<file path="config.mk">
export PLATFORM = sky130hd
export DESIGN_NAME = gpio_pair_ctrl
export DESIGN_NICKNAME = d
export VERILOG_FILES = /design/src/rtl/gpio_pair_pkg.sv /design/src/rtl/gpio_sync.sv /design/src/rtl/gpio_nibble_port.sv /design/src/rtl/gpio_read_mux.sv /design/src/rtl/gpio_pair_ctrl.sv
export SDC_FILE = /design/constraint.sdc
export NUM_CORES = 1
export LEC_CHECK = 0
export BUFFER_PORTS_ARGS = -buffer_cell sky130_fd_sc_hd__buf_4
export CORE_MARGIN = 10
export CORE_UTILIZATION = 31
export CTS_CLUSTER_SIZE = 8
export DETAILED_ROUTE_END_ITERATION = 12
export PLACE_DENSITY = 0.62
export SETUP_SLACK_MARGIN = 0.05
export SLEW_MARGIN = 20
export SYNTH_ARGS = -nofsm -noshare
export SYNTH_HDL_FRONTEND = slang
export SYNTH_HIERARCHICAL = 1
export SYNTH_SLANG_ARGS = --single-unit
</file>
<file path="constraint.sdc">
create_clock -name clk_i -period 5.55 [get_ports clk_i]
set_input_delay 0.8325 -clock clk_i [delete_from_list [all_inputs] [get_ports clk_i]]
set_output_delay 0.8325 -clock clk_i [all_outputs]
set_load 0.01 [all_outputs]
</file>
<file path="src/rtl/gpio_pair_pkg.sv">
package gpio_pair_pkg;
  typedef enum logic [1:0] {
    OP_NIB  = 2'd0,
    OP_BIT  = 2'd1,
    OP_PAIR = 2'd2,
    OP_TEST = 2'd3
  } acc_op_e;

  typedef enum logic [1:0] {
    RG_DATA = 2'd0,
    RG_DIR  = 2'd1,
    RG_PULL = 2'd2,
    RG_MODE = 2'd3
  } reg_sel_e;
endpackage

</file>
<file path="src/rtl/gpio_sync.sv">
module gpio_sync #(
  parameter int W      = 8,
  parameter int STAGES = 2
) (
  input  logic         clk_i,
  input  logic         rst_ni,
  input  logic [W-1:0] d_i,
  output logic [W-1:0] q_o
);
  logic [W-1:0] stg_q [STAGES];

  generate
    for (genvar s = 0; s < STAGES; s++) begin : g_stage
      always_ff @(posedge clk_i or negedge rst_ni) begin
        if (!rst_ni) stg_q[s] <= '0;
        else if (s == 0) stg_q[s] <= d_i;
        else stg_q[s] <= stg_q[(s == 0) ? 0 : s - 1];
      end
    end
  endgenerate

  assign q_o = stg_q[STAGES-1];
endmodule

</file>
<file path="src/rtl/gpio_nibble_port.sv">
module gpio_nibble_port
  import gpio_pair_pkg::*;
#(
  parameter int NIB_W = 4
) (
  input  logic             clk_i,
  input  logic             rst_ni,
  input  logic             wr_en_i,
  input  logic [1:0]       wr_reg_i,
  input  logic [NIB_W-1:0] wr_mask_i,
  input  logic [NIB_W-1:0] wr_val_i,
  input  logic [NIB_W-1:0] pin_sync_i,
  output logic [NIB_W-1:0] pin_val_o,
  output logic [NIB_W-1:0] dir_o,
  output logic [NIB_W-1:0] pull_o,
  output logic [NIB_W-1:0] mode_o,
  output logic [NIB_W-1:0] pad_out_o,
  output logic [NIB_W-1:0] pad_oe_o,
  output logic [NIB_W-1:0] pad_pu_o
);
  logic [NIB_W-1:0] lat_q, dir_q, pull_q, mode_q;

  function automatic logic [NIB_W-1:0] merge(input logic [NIB_W-1:0] old,
                                             input logic [NIB_W-1:0] msk,
                                             input logic [NIB_W-1:0] val);
    return (old & ~msk) | (val & msk);
  endfunction

  always_ff @(posedge clk_i or negedge rst_ni) begin
    if (!rst_ni) begin
      lat_q  <= '0;
      dir_q  <= '0;
      pull_q <= '0;
      mode_q <= '0;
    end else if (wr_en_i) begin
      unique case (reg_sel_e'(wr_reg_i))
        RG_DATA: lat_q  <= merge(lat_q,  wr_mask_i, wr_val_i);
        RG_DIR:  dir_q  <= merge(dir_q,  wr_mask_i, wr_val_i);
        RG_PULL: pull_q <= merge(pull_q, wr_mask_i, wr_val_i);
        RG_MODE: mode_q <= merge(mode_q, wr_mask_i, wr_val_i);
        default: ;
      endcase
    end
  end

  generate
    for (genvar b = 0; b < NIB_W; b++) begin : g_pin
      // open-drain: drive only the low level
      assign pad_oe_o[b]  = dir_q[b] & ~(mode_q[b] & lat_q[b]);
      assign pad_pu_o[b]  = pull_q[b] & ~dir_q[b];
      assign pin_val_o[b] = dir_q[b] ? lat_q[b] : pin_sync_i[b];
    end
  endgenerate

  assign pad_out_o = lat_q;
  assign dir_o     = dir_q;
  assign pull_o    = pull_q;
  assign mode_o    = mode_q;
endmodule

</file>
<file path="src/rtl/gpio_read_mux.sv">
module gpio_read_mux
  import gpio_pair_pkg::*;
#(
  parameter int NIB_W = 4,
  localparam int BUS_W = 2 * NIB_W,
  localparam int BIT_W = $clog2(NIB_W)
) (
  input  logic [1:0]       op_i,
  input  logic [1:0]       reg_i,
  input  logic             port_i,
  input  logic [BIT_W-1:0] bit_i,
  input  logic [BUS_W-1:0] pin_val_i,
  input  logic [BUS_W-1:0] dir_i,
  input  logic [BUS_W-1:0] pull_i,
  input  logic [BUS_W-1:0] mode_i,
  output logic [BUS_W-1:0] rd_val_o,
  output logic             tst_bit_o
);
  logic [BUS_W-1:0] src;
  logic [NIB_W-1:0] nib;
  logic             sel_bit;

  always_comb begin
    unique case (reg_sel_e'(reg_i))
      RG_DATA: src = pin_val_i;
      RG_DIR:  src = dir_i;
      RG_PULL: src = pull_i;
      default: src = mode_i;
    endcase
    nib     = port_i ? src[BUS_W-1:NIB_W] : src[NIB_W-1:0];
    sel_bit = nib[bit_i];
    unique case (acc_op_e'(op_i))
      OP_PAIR: rd_val_o = src;
      OP_NIB:  rd_val_o = {{NIB_W{1'b0}}, nib};
      default: rd_val_o = {{(BUS_W-1){1'b0}}, sel_bit};
    endcase
  end

  assign tst_bit_o = sel_bit;
endmodule

</file>
<file path="src/rtl/gpio_pair_ctrl.sv">
module gpio_pair_ctrl
  import gpio_pair_pkg::*;
#(
  parameter int NIB_W       = 4,
  parameter int SYNC_STAGES = 2,
  localparam int NUM_PORTS  = 2,
  localparam int BUS_W      = NUM_PORTS * NIB_W,
  localparam int BIT_W      = $clog2(NIB_W)
) (
  input  logic             clk_i,
  input  logic             rst_ni,
  input  logic             req_i,
  input  logic             we_i,
  input  logic [1:0]       op_i,
  input  logic [1:0]       reg_i,
  input  logic             port_i,
  input  logic [BIT_W-1:0] bit_i,
  input  logic [BUS_W-1:0] wdata_i,
  output logic [BUS_W-1:0] rdata_o,
  output logic             test_o,
  input  logic [BUS_W-1:0] pad_in_i,
  output logic [BUS_W-1:0] pad_out_o,
  output logic [BUS_W-1:0] pad_oe_o,
  output logic [BUS_W-1:0] pad_pu_o
);
  logic [BUS_W-1:0] pad_sync, pin_val_all, dir_all, pull_all, mode_all;
  logic [BUS_W-1:0] rd_val;
  logic             tst_bit;
  logic             wr_act, rd_act, tst_act;
  logic [NIB_W-1:0] bit_oh;
  logic [BUS_W-1:0] rdata_q;
  logic             test_q;

  assign tst_act = req_i & (acc_op_e'(op_i) == OP_TEST);
  assign wr_act  = req_i & we_i & ~tst_act;
  assign rd_act  = req_i & ~we_i & ~tst_act;
  assign bit_oh  = {{(NIB_W-1){1'b0}}, 1'b1} << bit_i;

  gpio_sync #(.W(BUS_W), .STAGES(SYNC_STAGES)) u_sync (
    .clk_i (clk_i),
    .rst_ni(rst_ni),
    .d_i   (pad_in_i),
    .q_o   (pad_sync)
  );

  generate
    for (genvar p = 0; p < NUM_PORTS; p++) begin : g_port
      logic             wr_en;
      logic [NIB_W-1:0] wr_mask, wr_val;

      always_comb begin
        wr_en   = 1'b0;
        wr_mask = '0;
        wr_val  = '0;
        unique case (acc_op_e'(op_i))
          OP_PAIR: begin
            wr_en   = wr_act;
            wr_mask = '1;
            wr_val  = wdata_i[p*NIB_W +: NIB_W];
          end
          OP_NIB: begin
            wr_en   = wr_act & (port_i == p[0]);
            wr_mask = '1;
            wr_val  = wdata_i[NIB_W-1:0];
          end
          OP_BIT: begin
            wr_en   = wr_act & (port_i == p[0]);
            wr_mask = bit_oh;
            wr_val  = {NIB_W{wdata_i[0]}};
          end
          default: ;
        endcase
      end

      gpio_nibble_port #(.NIB_W(NIB_W)) u_port (
        .clk_i     (clk_i),
        .rst_ni    (rst_ni),
        .wr_en_i   (wr_en),
        .wr_reg_i  (reg_i),
        .wr_mask_i (wr_mask),
        .wr_val_i  (wr_val),
        .pin_sync_i(pad_sync[p*NIB_W +: NIB_W]),
        .pin_val_o (pin_val_all[p*NIB_W +: NIB_W]),
        .dir_o     (dir_all[p*NIB_W +: NIB_W]),
        .pull_o    (pull_all[p*NIB_W +: NIB_W]),
        .mode_o    (mode_all[p*NIB_W +: NIB_W]),
        .pad_out_o (pad_out_o[p*NIB_W +: NIB_W]),
        .pad_oe_o  (pad_oe_o[p*NIB_W +: NIB_W]),
        .pad_pu_o  (pad_pu_o[p*NIB_W +: NIB_W])
      );
    end
  endgenerate

  gpio_read_mux #(.NIB_W(NIB_W)) u_rmux (
    .op_i     (op_i),
    .reg_i    (reg_i),
    .port_i   (port_i),
    .bit_i    (bit_i),
    .pin_val_i(pin_val_all),
    .dir_i    (dir_all),
    .pull_i   (pull_all),
    .mode_i   (mode_all),
    .rd_val_o (rd_val),
    .tst_bit_o(tst_bit)
  );

  always_ff @(posedge clk_i or negedge rst_ni) begin
    if (!rst_ni) begin
      rdata_q <= '0;
      test_q  <= 1'b0;
    end else begin
      if (rd_act)  rdata_q <= rd_val;
      if (tst_act) test_q  <= tst_bit;
    end
  end

  assign rdata_o = rdata_q;
  assign test_o  = test_q;
endmodule

</file>
==> results of run 1 <==
power groups by stage:
stage	combinational (µW)	sequential (µW)	clock [µW]
2_1_floorplan	175	533	0
3_3_place_gp	314	538	0
3_5_place_dp	319	540	0
4_1_cts	321	533	400
5_1_grt	345	543	416
6_report	315	532	390
final cells by class:
type                       instances  area (µm²)  area share [%]
multi-input combinational        185        1672           42.51
sequential                        57        1426           36.27
timing repair buffer              59       442.9           11.26
tap                              136       170.2           4.327
clock buffer                      12       155.1           3.945
clock inverter                     3       40.04           1.018
inverter                           7       26.28          0.6682
cells in the final DEF, fill, tap and decap left out, types with 3 or more instances in the layout:
cell type / Yosys / layout
a21boi_0: 8 / 8
and2_1: 4 / 4
and4bb_1: 8 / 8
buf_4: 10 / 59
clkbuf_8: 0 / 11
dfrtp_1: 57 / 57
inv_1: 6 / 6
mux2_1: 34 / 34
mux2_2: 18 / 18
mux2i_1: 14 / 14
mux4_2: 5 / 5
nand2_1: 9 / 9
nand2b_1: 5 / 5
nand3_1: 5 / 5
nand4_1: 8 / 8
nand4b_1: 16 / 16
nor2_1: 3 / 3
nor2b_1: 12 / 12
o21ai_0: 8 / 8
metrics by stage:
step,total power [µW],area [µm²],utilization (%)
floorplan,707.7,3278,-
global placement,852.1,3729,36.12
detailed placement,859.2,3729,36.12
CTS,1253,3924,38.01
global route,1304,3933,38.09
finish,1237,3933,38.09
per-layer routing:
metal | vias to the layer above | wire length (µm) | track usage (%) | share of wire [%]
met1 | 1167 | 3585 | 13.18 | 44
met3 | 14 | 547 | 4.545 | 6.6
met2 | 54 | 3957 | 18.11 | 48
met4 | 0 | 142 | 3.608 | 1.7
li1 | 1109 | - | - | -
met5 | - | 0 | 0 | 0
final timing paths:
kind,end,start,cells after the start,slack [ns]
max in group asynchronous,asynchronous set/reset pin,rst_ni,1,4.51
worst min-delay path,u_sync/q_o[6]$_DFF_PN0_,u_sync/stg_q[14]$_DFF_PN0_,0,0.35
worst max register to register,rdata_o[0]$_DFFE_PN0P_,register,6,3.28
min in group asynchronous,u_sync/stg_q[8]$_DFF_PN0_,rst_ni,1,0.55
worst max-delay path,rdata_o[0]$_DFFE_PN0P_,reg_i[0],6,3.00
worst min register to register,u_sync/q_o[6]$_DFF_PN0_,u_sync/stg_q[14]$_DFF_PN0_,0,0.35
logic make-up after synthesis:
kind of cell / share of synthesized area, %
simple gates: 17.86
mux: 25.57
flops: 43.51
compound gates: 7.291
buf+inv: 5.763
==> summary.txt, run 1 <==
Die
  • Initial Utilization: 31.75%
  • Chip width: 122.8 µm
  • Die Y: 122.8 µm
  • Total I/O pin count: 60
  • Core Area: 10,320 µm²
  • Site Rows: 37
  • Die area: 15,090 µm²

Synth
  • Synth top cells by count: dfrtp_1, mux2_1, mux2_2
  • Yosys warning total: 6
  • Synthesized cell area: 3278 µm²
  • Synth area leaders: dfrtp_1, mux2_1, mux2_2
  • Top cell type's share of synthesized area: 43.51%
  • Sequential area share after synthesis: 43.51%
  • Area leader, netlist: dfrtp_1
  • Cell count after synthesis: 268
  • Synth unique cells: 44
  • Async set-or-reset flop fraction in the synthesized netlist: 100.0%
  • Post-synth EDFFs: 0
  • Mean Syn Cell Area: 12.23 µm²
  • Top-count cell post-synth: dfrtp_1
  • Synth Net Count: 295
  • Ys flop type: dfrtp_1
  • Number of synthesized register bits: 57

Placement
  • Pre-CTS WS: 2.648 ns
  • Port Buffers: 59
  • Placed cells: 444
  • GP Congestion: 0.8506
  • DP HPWL: 6.026 mm

Detailed routing
  • Drt initial violations: 133
  • Post-route ant nets: 0
  • TritonRoute pass-1 iters: 4
  • WL final: 8.232 mm
  • Vias: 2,344
  • Drt drc: 0
  • Post-DR wirelength/cell: 17.93 µm
  • Vias per inst: 5.107

Pwr
  • Clock power share: 31.5%
  • Leakage: 0.001805 µW
  • Power density cells: 314.5 nW/µm²
  • Cell-internal power: 872.8 µW
  • Maximum vdd ir drop: 0.0001123 V
  • Flop pwr share: 43.0%
  • Sw Pwr: 364.1 µW
  • Switching Share: 29.44%
  • Gate power share: 25.5%

Clock tree
  • Clock Sinks: 57
  • Clock tree from TritonCTS: built
  • CTS max path bufs: 2
  • Post-CTS Setup Bufs: 0
  • Cts bufs inserted: 9
  • Clock slew at the register clock pins of the worst setup and hold paths: 0.07 ns
  • Worst skew pair latency: 0.34 ns
  • Clock root buffer: clkbuf_8
  • CTS Hold Bufs: 0
  • H-tree depth: 3
  • Cts repair resizes: 0

Timing
  • Final Skew: 0.006451 ns
  • Setup WS post-layout: 3.002 ns
  • RSZ-0062 raised after global routing: no
  • Fin Setup TNS: 0 ns
  • Final min period: 2.548 ns
  • Worst slew pin tran: 1.075 ns
  • Tcrit/Tclk final: 45.91%
  • Final slew viol count: 0
  • Rel. slew slack: 27.72%
  • Hold WS: 0.3455 ns
  • Hold Vio Cnt, Final: 0
  • Count of final setup violators: 0
  • Max frequency: 0.3925 GHz

Setup path
  • Buf/Inv on CP: 1
  • Crit path required time: 5.77 ns
  • Delay-heaviest family, CP: multiplexers
  • Biggest cell delay along the critical path: 0.61 ns
  • Worst Setup Start Kind: input port
  • Max FO, Critical Path: 51
  • CP max-delay cell: mux4_2
  • CP endpoint kind: register
  • CP Cell Sequence: buf_4, mux4_2, or2_0, a32oi_1, a41oi_2, mux2_2
  • WS Path Type: input port to register
  • Worst Path Arrival: 2.77 ns

Cells and area
  • Non-Filler Instances: 459
  • Layout area overhead: 19.96%
  • Layout cells sized above 1: 32.51%
  • Post-layout nets: 346
  • Fillers: 1,012
  • ANT cells: 0

Global routing
  • Vias in the first global route: 2,412
  • Gr usage total: 11.16%
  • First-pass GRT wire length: 13.11 mm
  • Initial antenna violation count: 0
  • Largest net degree at the start of global routing: 58
  • Total grt overflow: 0

Flow run
  • Max-cap violation count: 0

Hold path
  • Worst hold path type: register to register

Status
  • Status: complete, no violations
No activity file was read; power rests on OpenSTA's default activity.
==> run 2, diff against run 1 <==
Clock period 5.55 ns to 2.6 ns, I/O delays scaled along.
==> run 2 against run 1 <==
  * Flip-flop and latch count unchanged
  * Via count rose by 1.2%
  * Design area grew 2.5%
  * Non-clock buffer count grew 8
  * Cell count up 2.0%
  * Clock power grew to 2.6 times the previous value
  * Count of clock-buffer cells in the layout is 1 lower
  * Critical endpoint unchanged
  * Largest power group unchanged
==> summary.txt, run 2 (synthesized netlist as in run 1, its figures left out) <==
Setup path
  • Reg2reg setup slack: 0.30 ns
  • Biggest cell delay along the critical path: 0.51 ns
  • Most common cell on crit path: mux2_2
  • Max FO, Critical Path: 5
  • Worst Path Arrival: 2.52 ns
  • Crit path required time: 2.82 ns
  • CP endpoint kind: register
  • WS Path Type: register to register
  • Buf/Inv on CP: 0
  • Worst Setup Start Kind: register
  • CP Cell Sequence: mux2_2, mux4_2, or2_0, a32oi_1, a41oi_2, mux2_2
  • Delay-heaviest family, CP: multiplexers
  • CP max-delay cell: mux4_2

Timing
  • Final slew viol count: 0
  • Worst slew pin tran: 0.7188 ns
  • Count of final setup violators: 0
  • Final min period: 2.296 ns
  • Max frequency: 0.4356 GHz
  • Final Skew: 0.01238 ns
  • Setup WS post-layout: 0.3042 ns
  • RSZ-0062 raised after global routing: no
  • Tcrit/Tclk final: 88.30%
  • Hold Vio Cnt, Final: 0
  • Fin Setup TNS: 0 ns
  • Rel. slew slack: 52.08%

Pwr
  • Total power: 2840 µW
  • Clock power share: 36.1%
  • Maximum vdd ir drop: 0.0003397 V
  • Sw Pwr: 794.2 µW
  • Power density cells: 704.2 nW/µm²
  • Switching Share: 27.96%
  • Leakage: 0.001860 µW
  • Gate power share: 24.1%
  • Flop pwr share: 39.8%
  • Cell-internal power: 2046 µW

Detailed routing
  • WL final: 8.358 mm
  • Vias per inst: 5.071
  • Vias: 2,373
  • TritonRoute pass-1 iters: 4
  • Post-DR wirelength/cell: 17.86 µm
  • Post-route ant nets: 0
  • Drt initial violations: 93
  • Drt drc: 0

Placement
  • Pre-CTS WS: 0.3171 ns
  • Port Buffers: 59
  • DP HPWL: 6.235 mm
  • GP Congestion: 0.8000
  • DP Area: 3789 µm²

Cells and area
  • Commonest non-fill, non-tap cell in the layout: buf_4
  • Post-route cell area: 4033 µm²
  • Most frequent cells in the layout: buf_4, dfrtp_1, mux2_1, mux2_2, nand4b_1
  • Post-layout nets: 354
  • ANT cells: 0
  • Layout area overhead: 23.02%
  • Layout cells sized above 1: 33.73%

Clock tree
  • Cts repair resizes: 0
  • Cts bufs inserted: 9
  • Clock slew at the register clock pins of the worst setup and hold paths: 0.07 ns
  • H-tree depth: 3
  • Clock root buffer: clkbuf_8
  • Worst skew pair latency: 0.34 ns
  • Post-CTS Setup Bufs: 0
  • Clock Sinks: 57
  • CTS Hold Bufs: 0
  • Clock tree from TritonCTS: built
  • CTS max path bufs: 2

Global routing
  • First-pass GRT wire length: 13.46 mm
  • Largest net degree at the start of global routing: 58
  • Vias in the first global route: 2,409
  • Initial antenna violation count: 0
  • Total grt overflow: 0
  • Gr usage total: 11.41%

Status
  • Status: complete, no violations

Die
  • Core Area: 10,320 µm²
  • Die Y: 122.8 µm
  • Die area: 15,090 µm²
  • Chip width: 122.8 µm
  • Total I/O pin count: 60
  • Initial Utilization: 31.75%
  • Site Rows: 37

Hold path
  • Worst hold path type: input port to asynchronous set/reset pin

Flow run
  • Max-cap violation count: 0
-- run 2: path summary, 6_finish.rpt --
check / start / to / cells past startpoint
worst max register to register: register / rdata_o[0]$_DFFE_PN0P_ / 6
min in group clk_i: pad_in_i[5] / u_sync/stg_q[13]$_DFF_PN0_ / 1
worst max-delay path: register / rdata_o[0]$_DFFE_PN0P_ / 6
worst min-delay path: rst_ni / asynchronous set/reset pin / 1
max in group asynchronous: rst_ni / asynchronous set/reset pin / 1
worst min register to register: u_sync/stg_q[14]$_DFF_PN0_ / u_sync/q_o[6]$_DFF_PN0_ / 0
-- run 2: metrics by stage --
step / instances / util [%] / hold slack [ns]
finish: 468 / 39.06 / 0.1066
CTS: 468 / 39.06 / 0.1347
detailed placement: 452 / 36.70 / 0.3347
global route: 468 / 39.06 / 0.1240
global placement: 452 / 36.70 / 0.3316
floorplan: 268 / - / 0.09441
-- run 2: worst reg2reg max path, stage by stage, from the launching register on --
cell and delay (ns):
dfrtp_1 0.40, mux2_2 0.35, mux4_2 0.51, or2_0 0.22, a32oi_1 0.28, a41oi_2 0.15, mux2_2 0.27
-- run 2: final cells by class --
| class | count | area [µm²] |
|---|---|---|
| Timing Repair Buffer | 67 | 503.0 |
| Clock inverter | 5 | 102.6 |
| Sequential cell | 57 | 1426 |
| Fill cell | 1011 | 6291 |
| Inverter | 7 | 26.28 |
| Multi-Input combinational cell | 185 | 1663 |
| Clock buffer | 11 | 141.4 |
| Tap cell | 136 | 170.2 |
-- run 2: power by group through the flow --
stage          Sequential, µW  Clock (µW)  Combinational, µW
2_1_floorplan            1140           0                373
3_3_place_gp             1140           0                687
3_5_place_dp             1150           0                696
4_1_cts                  1130        1050                699
5_1_grt                  1150        1090                749
6_report                 1130        1020                685
-- run 2: metal layers --
metal	global-route usage (%)	routed length, µm	part of all wire, %	vias to the layer above
met3	4.775	621	7.4	7
met2	18.78	4171	50	64
li1	-	-	-	1130
met4	2.946	66	0.79	0
met5	0	0	0	-
met1	13.45	3499	42	1172
